$ cat src/rtl/bus_recover.sv
module bus_recover #(
  parameter int HALF       = 4,
  parameter int MAX_PULSES = 9
) (
  input  logic clk,
  input  logic rst_n,
  input  logic req_i,
  input  logic scl_i,
  input  logic sda_i,
  output logic scl_oe_o,
  output logic sda_oe_o,
  output logic busy_o,
  output logic done_o,
  output logic fail_o
);
  localparam int CW = $clog2(HALF + 1);
  localparam int PW = $clog2(MAX_PULSES + 1);

  typedef enum logic [3:0] {
    S_IDLE, S_CHECK, S_LOW, S_HIGH, S_STA, S_SCLLO, S_SCLHI, S_STO
  } st_t;

  st_t           state;
  logic [CW-1:0] cnt;
  logic [PW-1:0] npul;
  logic          run, tick;

  assign scl_oe_o = (state == S_LOW) || (state == S_SCLLO);
  assign sda_oe_o = (state == S_STA) || (state == S_SCLLO) || (state == S_SCLHI);
  assign busy_o   = (state != S_IDLE);
  assign run      = scl_oe_o || scl_i;
  assign tick     = run && (cnt == CW'(HALF - 1));

  always_ff @(posedge clk or negedge rst_n) begin
    if (!rst_n) begin
      state  <= S_IDLE;
      cnt    <= '0;
      npul   <= '0;
      done_o <= 1'b0;
      fail_o <= 1'b0;
    end else begin
      done_o <= 1'b0;
      fail_o <= 1'b0;
      if (state == S_IDLE) begin
        cnt <= '0;
        if (req_i) begin
          state <= S_CHECK;
          npul  <= '0;
        end
      end else if (tick) begin
        cnt <= '0;
        case (state)
          S_CHECK: state <= sda_i ? S_STA : S_LOW;
          S_LOW:   state <= S_HIGH;
          S_HIGH: begin
            npul <= npul + 1'b1;
            if (sda_i) state <= S_STA;
            else if (npul == PW'(MAX_PULSES - 1)) begin
              state  <= S_IDLE;
              done_o <= 1'b1;
              fail_o <= 1'b1;
            end else state <= S_LOW;
          end
          S_STA:   state <= S_SCLLO;
          S_SCLLO: state <= S_SCLHI;
          S_SCLHI: state <= S_STO;
          S_STO: begin
            state  <= S_IDLE;
            done_o <= 1'b1;
          end
          default: state <= S_IDLE;
        endcase
      end else if (run) begin
        cnt <= cnt + 1'b1;
      end
    end
  end


  lines_idle_chk: assert property (@(posedge clk) disable iff (!rst_n)
    !busy_o |-> (!scl_oe_o && !sda_oe_o));

  pulse_limit_chk: assert property (@(posedge clk) disable iff (!rst_n)
    npul <= PW'(MAX_PULSES));

  fail_with_done_chk: assert property (@(posedge clk) disable iff (!rst_n)
    fail_o |-> done_o);

  done_ends_busy_chk: assert property (@(posedge clk) disable iff (!rst_n)
    $fell(busy_o) |-> done_o);

  done_single_chk: assert property (@(posedge clk) disable iff (!rst_n)
    done_o |=> !done_o);

  start_scl_high_chk: assert property (@(posedge clk) disable iff (!rst_n)
    $rose(sda_oe_o) |-> !scl_oe_o);

  stop_scl_high_chk: assert property (@(posedge clk) disable iff (!rst_n)
    $fell(sda_oe_o) |-> !scl_oe_o);

  sda_free_clocking_chk: assert property (@(posedge clk) disable iff (!rst_n)
    (state == S_CHECK || state == S_LOW || state == S_HIGH) |-> !sda_oe_o);

  stretch_hold_chk: assert property (@(posedge clk) disable iff (!rst_n)
    (busy_o && !scl_oe_o && !scl_i && $stable(state)) |=> $stable(cnt));
endmodule

$ cat config.mk
export PLATFORM = sky130hd
export DESIGN_NAME = bus_recover
export DESIGN_NICKNAME = d
export VERILOG_FILES = /design/src/rtl/bus_recover.sv
export SDC_FILE = /design/constraint.sdc
export NUM_CORES = 1
export LEC_CHECK = 0
export ABC_CLOCK_PERIOD_IN_PS = 1900
export BUFFER_PORTS_ARGS = -buffer_cell sky130_fd_sc_hd__buf_4
export CELL_PAD_IN_SITES_DETAIL_PLACEMENT = 1
export CELL_PAD_IN_SITES_GLOBAL_PLACEMENT = 2
export CORE_MARGIN = 1
export CORE_UTILIZATION = 33
export CTS_CLUSTER_SIZE = 8
export DETAILED_ROUTE_END_ITERATION = 8
export HOLD_SLACK_MARGIN = 0.15
export PLACE_DENSITY_LB_ADDON = 0.15
export SLEW_MARGIN = 0
export SYNTH_ARGS = -nofsm -noshare
export SYNTH_HDL_FRONTEND = slang
export SYNTH_SLANG_ARGS = --single-unit
$ cat constraint.sdc
create_clock -name clk -period 1.9 [get_ports clk]
set_input_delay 0.285 -clock clk [delete_from_list [all_inputs] [get_ports clk]]
set_output_delay 0.285 -clock clk [all_outputs]
set_load 0.005 [all_outputs]
# --- Yosys cells after proc, flatten, opt, wreduce, memory -nomap -nowiden ---
# Index checks and enable logic that the tools add are counted.
classes:
  n_addsub: 2
  n_eq_ne: 10
  muxes: 22
  reduce_logical: 12
op_table:
  columns: ["operator", "n"]
  rows:
  - ["two-way mux 4 bit", 7]
  - ["case mux 3 bit (6 select lines)", 1]
  - ["equality test 4 x 3 -> 1 bit, second input constant", 4]
  - ["two-way mux 3 bit", 5]
  - ["equality test 4 x 2 -> 1 bit, second input constant", 2]
  - ["two-way mux 1 bit", 7]
  - ["adder 4 x 1 -> 4 bit, second input constant", 1]
  - ["equality test 4 x 1 -> 1 bit, second input constant", 1]
  - ["equality test 4 bit, second input constant", 1]
  - ["logical NOT 4 bit", 1]
  - ["logical OR 1 bit", 4]
  - ["nonzero test 2 bit", 2]
  - ["nonzero test 4 bit", 1]
  - ["adder 3 x 1 -> 3 bit, second input constant", 1]
  - ["equality test 3 x 2 -> 1 bit, second input constant", 1]
  - ["AND reduction 3 bit", 1]
  - ["nonzero test 3 bit", 1]
  - ["two-way mux 2 bit", 1]
  - ["!= test 2 bit, second input constant", 1]
  - ["case mux 1 bit (2 select lines)", 1]
  - ["AND reduction 2 bit", 1]
  - ["logical AND 1 bit", 1]
word_totals:
  ff_bits: 13
  input_bits: 5
  output_inout_bits: 5
  wordCells: 51

# --- Depth between registers and ports, before layout ---
# Gate-level depths: netlist of the first run.
depth:
  ltp_word: 6
  depth_mapped: 6
  depth_no_buf: 6

# --- Least setup slack after synthesis of the first run ---
# Ideal clock, no wire load.
synth_path:
  path_type: "flip-flop to flip-flop"
  start: "register cnt[0]"
  end: "register npul[3]"
  setup_ns: 0.124
  arrival_time_ns: 1.399
  required_ns: 1.776
  slack_ns: 0.377
  path_stages_with_launch: 7
  n_path_buf: 1
  synth_period_minus_slack_ns: 1.523
  cell_sequence: "dfrtp_1 > ha_1 > and2b_1 > buf_6 > nand4_4 > o211a_1 > a211o_1"
synth_via:
  elab_chain_cells: 4
synth_rtl:
  columns: ["item", "line", "source"]
  rows:
  - ["start: declaration", "24", "logic [CW-1:0] cnt;"]
  - ["start signal: assignment", "74", "cnt <= cnt + 1'b1;"]
  - ["equality test 3 x 2 -> 1 bit", "32", "assign tick = run && (cnt == CW'(HALF - 1));"]
  - ["logical AND 1 bit", "32", null]
  - ["nonzero test 2 bit (no line)", null, null]
  - ["AND reduction 3 bit (no line)", null, null]
  - ["end signal: assignment", "56", "npul <= npul + 1'b1;"]
  - ["end: declaration", "25", "logic [PW-1:0] npul;"]
# No other way between the ends.
# A chain may end at the register's enable or synchronous reset.

# --- Worst setup path in the final report of the first run ---
layout_path:
  start: "register state[0]"
  end: "output scl_oe_o"
layout_via:
  elab_chain_cells: 2
  word_cells_on_any_way: 3
  cone_classes: "2 x eq/ne; 1 x reduce/logical"
layout_rtl:
  columns: ["item", "line", "source"]
  rows:
  - ["start: declaration", "23", "st_t state;"]
  - ["start signal: assignment", "53", "S_CHECK: state <= sda_i ? S_STA : S_LOW;"]
  - ["equality test 4 x 2 -> 1 bit or equality test 4 x 3 -> 1 bit (tied branches)", "28", "assign scl_oe_o = (state == S_LOW) || (state == S_SCLLO);"]
  - ["logical OR 1 bit *", "28", null]
  - ["end: declaration", "10", "output logic scl_oe_o,"]
# Every way passes the cells marked *; elsewhere a longest branch is shown, timed or not.

==> key figures, run 1 <==
Outcome
  – Status: complete, no violations

Clock network
  – Clock buffer count from CTS: 3
  – Post-CTS Setup Inserts: 0
  – CTS resizes: 0
  – Max H-tree Level: 1
  – Clk_lat worst skew: 270 ps
  – CTS max path bufs: 2
  – # clock sinks: 12
  – Hold_buf cts: 1
  – Clk slew on worst S/H paths: 80 ps
  – CTS Root Cell: clkbuf_4
  – CTS tree: yes

Worst setup path
  – Critical path cell sequence: buf_4 -> nor2_1 -> nand2_1 -> nand2_1 -> buf_4
  – Top Family by Delay on Critical Path: flip-flops
  – CP Buf/Inv Count: 2
  – CP max stage cell: dfrtp_1
  – CP max FO: 9
  – Levels on crit path: 5
  – Worst Setup SP: state[0]
  – Reg-to-reg critical path startpoint: cnt[0]
  – End of the critical path: scl_oe_o
  – Crit path largest cell delay: 460 ps
  – Critical path data required time: 1620 ps
  – CP Class: reg2out
  – R2R cell count: 5
  – Worst Setup End Kind: output pin
  – Worst setup SP type: register
  – Critical path data arrival time: 1490 ps
  – Reg2reg setup slack: 160 ps
  – RR Endpoint: npul[3]

Synth
  – EDFF count, synth: 0
  – FF+latch count, synth: 12
  – Syn_area_per_cell: 8.943 µm²
  – Top_reg_cell synth: dfrtp_1
  – Commonest cells in the netlist: 12 x dfrtp_1, 8 x nand2_1, 8 x nor2_1
  – Synthesized area: 787.0 µm²
  – Register area share after synthesis: 38.16%
  – Synth top area share: 38.16%
  – Yosys top cell by area: dfrtp_1
  – Synth cell types: 35
  – Fraction of registers with async set/reset: 100.0%
  – Mapped Cells: 88
  – Syn nets: 96
  – Ys Warns: 0
  – Count leader, synth: dfrtp_1
  – Top post-synthesis cells by area: dfrtp_1 38%, ha_1 4.8%, a21oi_1 3.8%, nand2_1 3.8%, nor2_1 3.8%

GRT
  – Vias in the first global route: 676
  – Largest net degree at the start of global routing: 13
  – First-pass GRT wire length: 3160 µm
  – Initial antenna violation count: 0
  – Global route total overflow: 0
  – Total GRT Usage: 16.61%

Detailed routing
  – Wire length on met1: 883 µm
  – Routed via count: 678
  – Vias per inst: 5.424
  – DRT antenna net count: 0
  – Routed len/inst: 14.36 µm
  – Met2 Wirelength: 834 µm
  – Max Used Layer: met4
  – Met3 routed WL: 63 µm
  – Final wirelength: 1795 µm
  – Drt drc: 0
  – Detailed Routing Iterations Pass 1: 4
  – Initial drt markers: 11

Timing
  – Layout Skew: 1.452 ps
  – Slew HR: 75.28%
  – Fin Setup TNS: 0 ps
  – Min cycle time layout: 1771 ps
  – Endpoints failing setup: 0
  – Setup ws final: 129.0 ps
  – Final hold slack: 207.9 ps
  – RSZ-0062 raised after global routing: false
  – Final hold violations: 0
  – Worst Max-Slew Pin Slew: 370.8 ps
  – Final period util: 93.21%
  – Max Slew Vio Count: 0
  – Max Freq: 0.5647 GHz

Power
  – Int Power: 684.9 µW
  – Switch share: 43.44%
  – Sw power: 526.1 µW
  – Max IR drop VDD: 833.4 µV
  – Combinational share of power: 49.7%
  – PD cells: 1339 nW/µm²
  – Clock power share: 13.0%
  – Sequential Power Share: 37.3%
  – Leak pwr: 0.4012 nW

Placement
  – Port bufs: 9
  – Routability Congestion: 0.7435
  – Place WS: 179.0 ps
  – DPL Wire Length: 1382 µm

Hold path
  – Hold Crit Class: in2reg

Run
  – Max-cap violations: 0

Floorplanning
  – Rows: 17
  – Total Die Area: 2584 µm²
  – Initial Utilization: 35.24%
  – CORE AREA: 2233 µm²
  – I/O pin cnt: 10
  – Die width: 50.84 µm
  – Die H: 50.84 µm

Finish
  – Net count, final: 107
  – Fillers: 266
  – # diodes: 0
  – Storage cell area: 300.3 µm²
  – Area Growth Syn to Fin: 14.94%
  – Layout cell share with drive strength beyond 1: 19.59%
  – Multi-input logic area: 439.2 µm²
-- worst min path at each step --
stage                     endpoint   from  cells after the start  slack [ps]
after global placement    state[2]  rst_n                      1         140
after CTS                   fail_o  sda_i                      2         200
after global routing        fail_o  sda_i                      2         210
final                       fail_o  sda_i                      2         210
after floorplan             cnt[0]  rst_n                      0         -10
after detailed placement  state[2]  rst_n                      1         140
-- sequential cells by signal, summed over array words and instances (netlist names) --
name and flops:
fail_o 1, state 3, done_o 1, npul 4, cnt 3
-- cell families (layout without fill, tap and decap cells) --
group / count (synthesis) / count (layout) / share of synthesized area (%)
AO/OA/AOI/OAI: 23 / 23 / 20.03
adder cells (fa/ha/maj): 3 / 3 / 4.770
buffers and inverters: 10 / 19 / 6.041
flip-flops: 12 / 12 / 38.16
multiplexers: 1 / 1 / 1.431
AND/OR/NAND/NOR: 39 / 39 / 29.57
-- metal layers --
metal | vias up | GRT usage [%]
li1 | 335 | -
met1 | 327 | 22.08
met2 | 14 | 27.33
met3 | 2 | 2.679
met4 | 0 | 5.556
met5 | - | 0
-- area by class of cell --
class / count / area share [%]
clock buffers: 3 / 2.490
inverters: 4 / 1.660
multi-input cells: 66 / 48.55
flip-flops and latches: 12 / 33.20
well taps: 28 / 3.873
repair buffers: 12 / 10.24
-- power by group through the flow --
| stage | sequential (mW) | clock [mW] | combinational [mW] |
|---|---|---|---|
| 2_1_floorplan | 0.388 | 0 | 0.493 |
| 3_3_place_gp | 0.455 | 0 | 0.603 |
| 3_5_place_dp | 0.455 | 0 | 0.608 |
| 4_1_cts | 0.450 | 0.166 | 0.612 |
| 5_1_grt | 0.468 | 0.180 | 0.685 |
| 6_report | 0.451 | 0.158 | 0.602 |
-- stage by stage --
step / total power [mW] / area [µm²] / instances / utilization, %
global route: 1.333 / 904.6 / 125 / 40.50
global placement: 1.057 / 872.1 / 121 / 39.05
detailed placement: 1.063 / 872.1 / 121 / 39.05
floorplan: 0.8814 / 787.0 / 88 / -
finish: 1.211 / 904.6 / 125 / 40.50
CTS: 1.228 / 904.6 / 125 / 40.50
-- placed cells by master (no fill, tap or decap) --
cell type / Yosys / final
nor3b_1: 1 / 1
nand3b_1: 3 / 3
nor3_1: 3 / 3
ha_1: 3 / 3
inv_1: 4 / 4
o211ai_1: 2 / 2
nor2b_1: 3 / 3
and2b_1: 1 / 1
a221oi_1: 2 / 2
nor2b_2: 1 / 1
clkbuf_4: 0 / 3
o21ai_0: 4 / 4
o21bai_1: 1 / 1
buf_4: 0 / 11
o21a_1: 1 / 1
nand3_1: 2 / 2
nor3_2: 1 / 1
and2_1: 1 / 1
a31oi_1: 1 / 1
a22o_1: 1 / 1
nor2_1: 8 / 8
or2b_1: 1 / 1
dlygate4sd3_1: 0 / 1
o211a_1: 1 / 1
nand2b_1: 1 / 1
a211o_1: 3 / 3
mux2_2: 1 / 1
a41oi_1: 1 / 1
nor4b_1: 1 / 1
nand4_4: 1 / 1
nand2_1: 8 / 8
nor4_1: 2 / 2
a21oi_1: 6 / 6
and3b_2: 1 / 1
dfrtp_1: 12 / 12
Power figures use the tool's default switching activity.
==> run 2, diff against run 1 <==
--- a/config.mk
+++ b/config.mk
@@ -5,12 +5,13 @@
 export SDC_FILE = /design/constraint.sdc
 export NUM_CORES = 1
 export LEC_CHECK = 0
-export ABC_CLOCK_PERIOD_IN_PS = 1900
+export ABC_AREA = 1
+export ABC_CLOCK_PERIOD_IN_PS = 1700
 export BUFFER_PORTS_ARGS = -buffer_cell sky130_fd_sc_hd__buf_4
 export CELL_PAD_IN_SITES_DETAIL_PLACEMENT = 1
 export CELL_PAD_IN_SITES_GLOBAL_PLACEMENT = 2
-export CORE_MARGIN = 1
-export CORE_UTILIZATION = 33
+export CORE_MARGIN = 3
+export CORE_UTILIZATION = 31
 export CTS_CLUSTER_SIZE = 8
 export DETAILED_ROUTE_END_ITERATION = 8
 export HOLD_SLACK_MARGIN = 0.15
==> constraint.sdc (replaced) <==
create_clock -name clk -period 1.7 [get_ports clk]
set_input_delay 0.255 -clock clk [delete_from_list [all_inputs] [get_ports clk]]
set_output_delay 0.255 -clock clk [all_outputs]
set_load 0.005 [all_outputs]
==> run 2 against run 1 <==
Effect of this change:
- area after synthesis is 7.9% lower
- flip-flop and latch count unchanged
- critical path depth shrank 1
- total power rose by 8.9%
- synthesized cell count up 4.5%
- combinational power increased by 1%
- utilization increased by 1.4 points
- non-clock buffer count fell by 2
- critical path type unchanged
==> key figures, run 2 <==
Placement
  – Placed Cells: 128
  – DPL Wire Length: 1329 µm
  – Port bufs: 9
  – Routability Congestion: 0.7625

Worst setup path
  – Worst Setup End Kind: output pin
  – CP max FO: 5
  – CP Class: reg2out
  – Worst setup SP type: register
  – CP Buf/Inv Count: 2
  – Critical path cell sequence: inv_1 -> nand3_2 -> nand2_1 -> buf_4
  – Crit path largest cell delay: 440 ps
  – Critical path data arrival time: 1250 ps
  – Top Family by Delay on Critical Path: flip-flops
  – CP max stage cell: dfrtp_1
  – Critical path data required time: 1440 ps

Synth
  – Synth cell types: 19
  – EDFF count, synth: 0
  – Mapped Cells: 92
  – Count leader, synth: nand2_1
  – Synthesized area: 724.4 µm²
  – Top_reg_cell synth: dfrtp_1
  – FF+latch count, synth: 12
  – Syn nets: 100
  – Fraction of registers with async set/reset: 100.0%
  – Register area share after synthesis: 41.45%
  – Ys Warns: 0
  – Yosys top cell by area: dfrtp_1
  – Top post-synthesis cells by area: dfrtp_1 41%, nand2_1 12%, nand3_1 6.9%, inv_1 6.2%, ha_1 5.2%
  – Syn_area_per_cell: 7.874 µm²
  – Synth top area share: 41.45%
  – Commonest cells in the netlist: 24 x nand2_1, 12 x dfrtp_1, 12 x inv_1

Clock network
  – Max H-tree Level: 1
  – CTS max path bufs: 2
  – Clk_lat worst skew: 280 ps
  – Clk slew on worst S/H paths: 80 ps
  – Clock buffer count from CTS: 3
  – CTS tree: yes
  – # clock sinks: 12
  – CTS resizes: 0
  – Hold_buf cts: 1
  – Post-CTS Setup Inserts: 0
  – CTS Root Cell: clkbuf_4

Finish
  – Commonest non-fill, non-tap cell in the layout: nand2_1
  – Max reg flops: 4
  – Commonest cells after routing, fill and taps aside: 24 x nand2_1, 12 x inv_1, 12 x dfrtp_1
  – Most flop-heavy register: npul
  – Net count, final: 115
  – Top flop regs: npul (4), cnt (3), state (3)
  – Area Growth Syn to Fin: 20.38%
  – Fillers: 272
  – Post-Layout Cell Count: 133
  – Layout cell share with drive strength beyond 1: 22.64%
  – # diodes: 0

Timing
  – Worst Max-Slew Pin Slew: 329.3 ps
  – Fin Setup TNS: 0 ps
  – Max Slew Vio Count: 0
  – Slew HR: 77.97%
  – RSZ-0062 raised after global routing: false
  – Min cycle time layout: 1503 ps
  – Final hold slack: 162.2 ps
  – Endpoints failing setup: 0
  – Max Freq: 0.6653 GHz
  – Final hold violations: 0
  – Final period util: 88.42%
  – Layout Skew: 2.911 ps

Floorplanning
  – Die H: 54.34 µm
  – Rows: 16
  – I/O pin cnt: 10
  – Die width: 54.34 µm
  – Initial Utilization: 34.80%
  – CORE AREA: 2082 µm²
  – Total Die Area: 2953 µm²

Detailed routing
  – Drt drc: 0
  – Initial drt markers: 6
  – Detailed Routing Iterations Pass 1: 2
  – Routed len/inst: 12.35 µm
  – DRT antenna net count: 0
  – Vias per inst: 4.707
  – Routed via count: 626
  – Final wirelength: 1642 µm

Power
  – PD cells: 1513 nW/µm²
  – Max IR drop VDD: 509.5 µV
  – Leak pwr: 0.4758 nW

Hold path
  – Hold Crit Class: in2reg

GRT
  – First-pass GRT wire length: 2918 µm
  – Initial antenna violation count: 0
  – Total GRT Usage: 13.99%
  – Largest net degree at the start of global routing: 13
  – Global route total overflow: 0
  – Vias in the first global route: 653

Run
  – Max-cap violations: 0

Outcome
  – Status: complete, no violations
[run 2: worst paths after layout]
kind	endpoint	slack, ps	depth (start not counted)	start
min reg2reg	cnt[2]	530	2	cnt[2]
max reg2reg	fail_o	380	5	state[1]
max in group asynchronous	state[2]	1190	2	rst_n
min	fail_o	160	2	sda_i
min in group asynchronous	fail_o	350	2	rst_n
max	scl_oe_o	200	4	state[1]
[run 2: final cells by class]
type	instances	area, µm²	area share (%)
flip-flops and latches	12	300.3	34.43
repair buffers	10	77.57	8.895
clock buffers	4	36.28	4.161
well taps	27	33.78	3.874
inverters	13	48.80	5.595
multi-input cells	67	375.4	43.04
[run 2: through the flow]
step | util [%] | total power, mW | worst slack [ps] | cell area (µm²)
6_report | 41.89 | 1.319 | 196.9 | 872.1
5_1_grt | 41.89 | 1.458 | 119.8 | 872.1
4_1_cts | 41.89 | 1.344 | 186.0 | 872.1
3_5_place_dp | 39.66 | 1.100 | 380.5 | 825.8
3_3_place_gp | 39.66 | 1.096 | 357.4 | 825.8
2_1_floorplan | - | 0.8925 | 546.5 | 724.4
[run 2: logic make-up after synthesis]
logic type | share of synthesized area (%)
and+or+nand+nor | 40.76
buffers and inverters | 6.735
DFF | 41.45
AOI/OAI and AO/OA | 3.454
adders and majority gates | 5.182
xor gates and xnor gates | 2.418
[run 2: routing by layer]
| metal | track usage [%] | wire (µm) | up-vias |
|---|---|---|---|
| met3 | 4.905 | 59 | 2 |
| met5 | 0 | 0 | - |
| met1 | 17.30 | 798 | 295 |
| met2 | 22.91 | 770 | 9 |
| li1 | - | - | 320 |
| met4 | 3.734 | 12 | 0 |
[run 2: power breakdown]
| part | switching (mW) | internal [mW] |
|---|---|---|
| Clock | 0.107 | 0.130 |
| Combinational | 0.369 | 0.242 |
| Sequential | 0.106 | 0.365 |
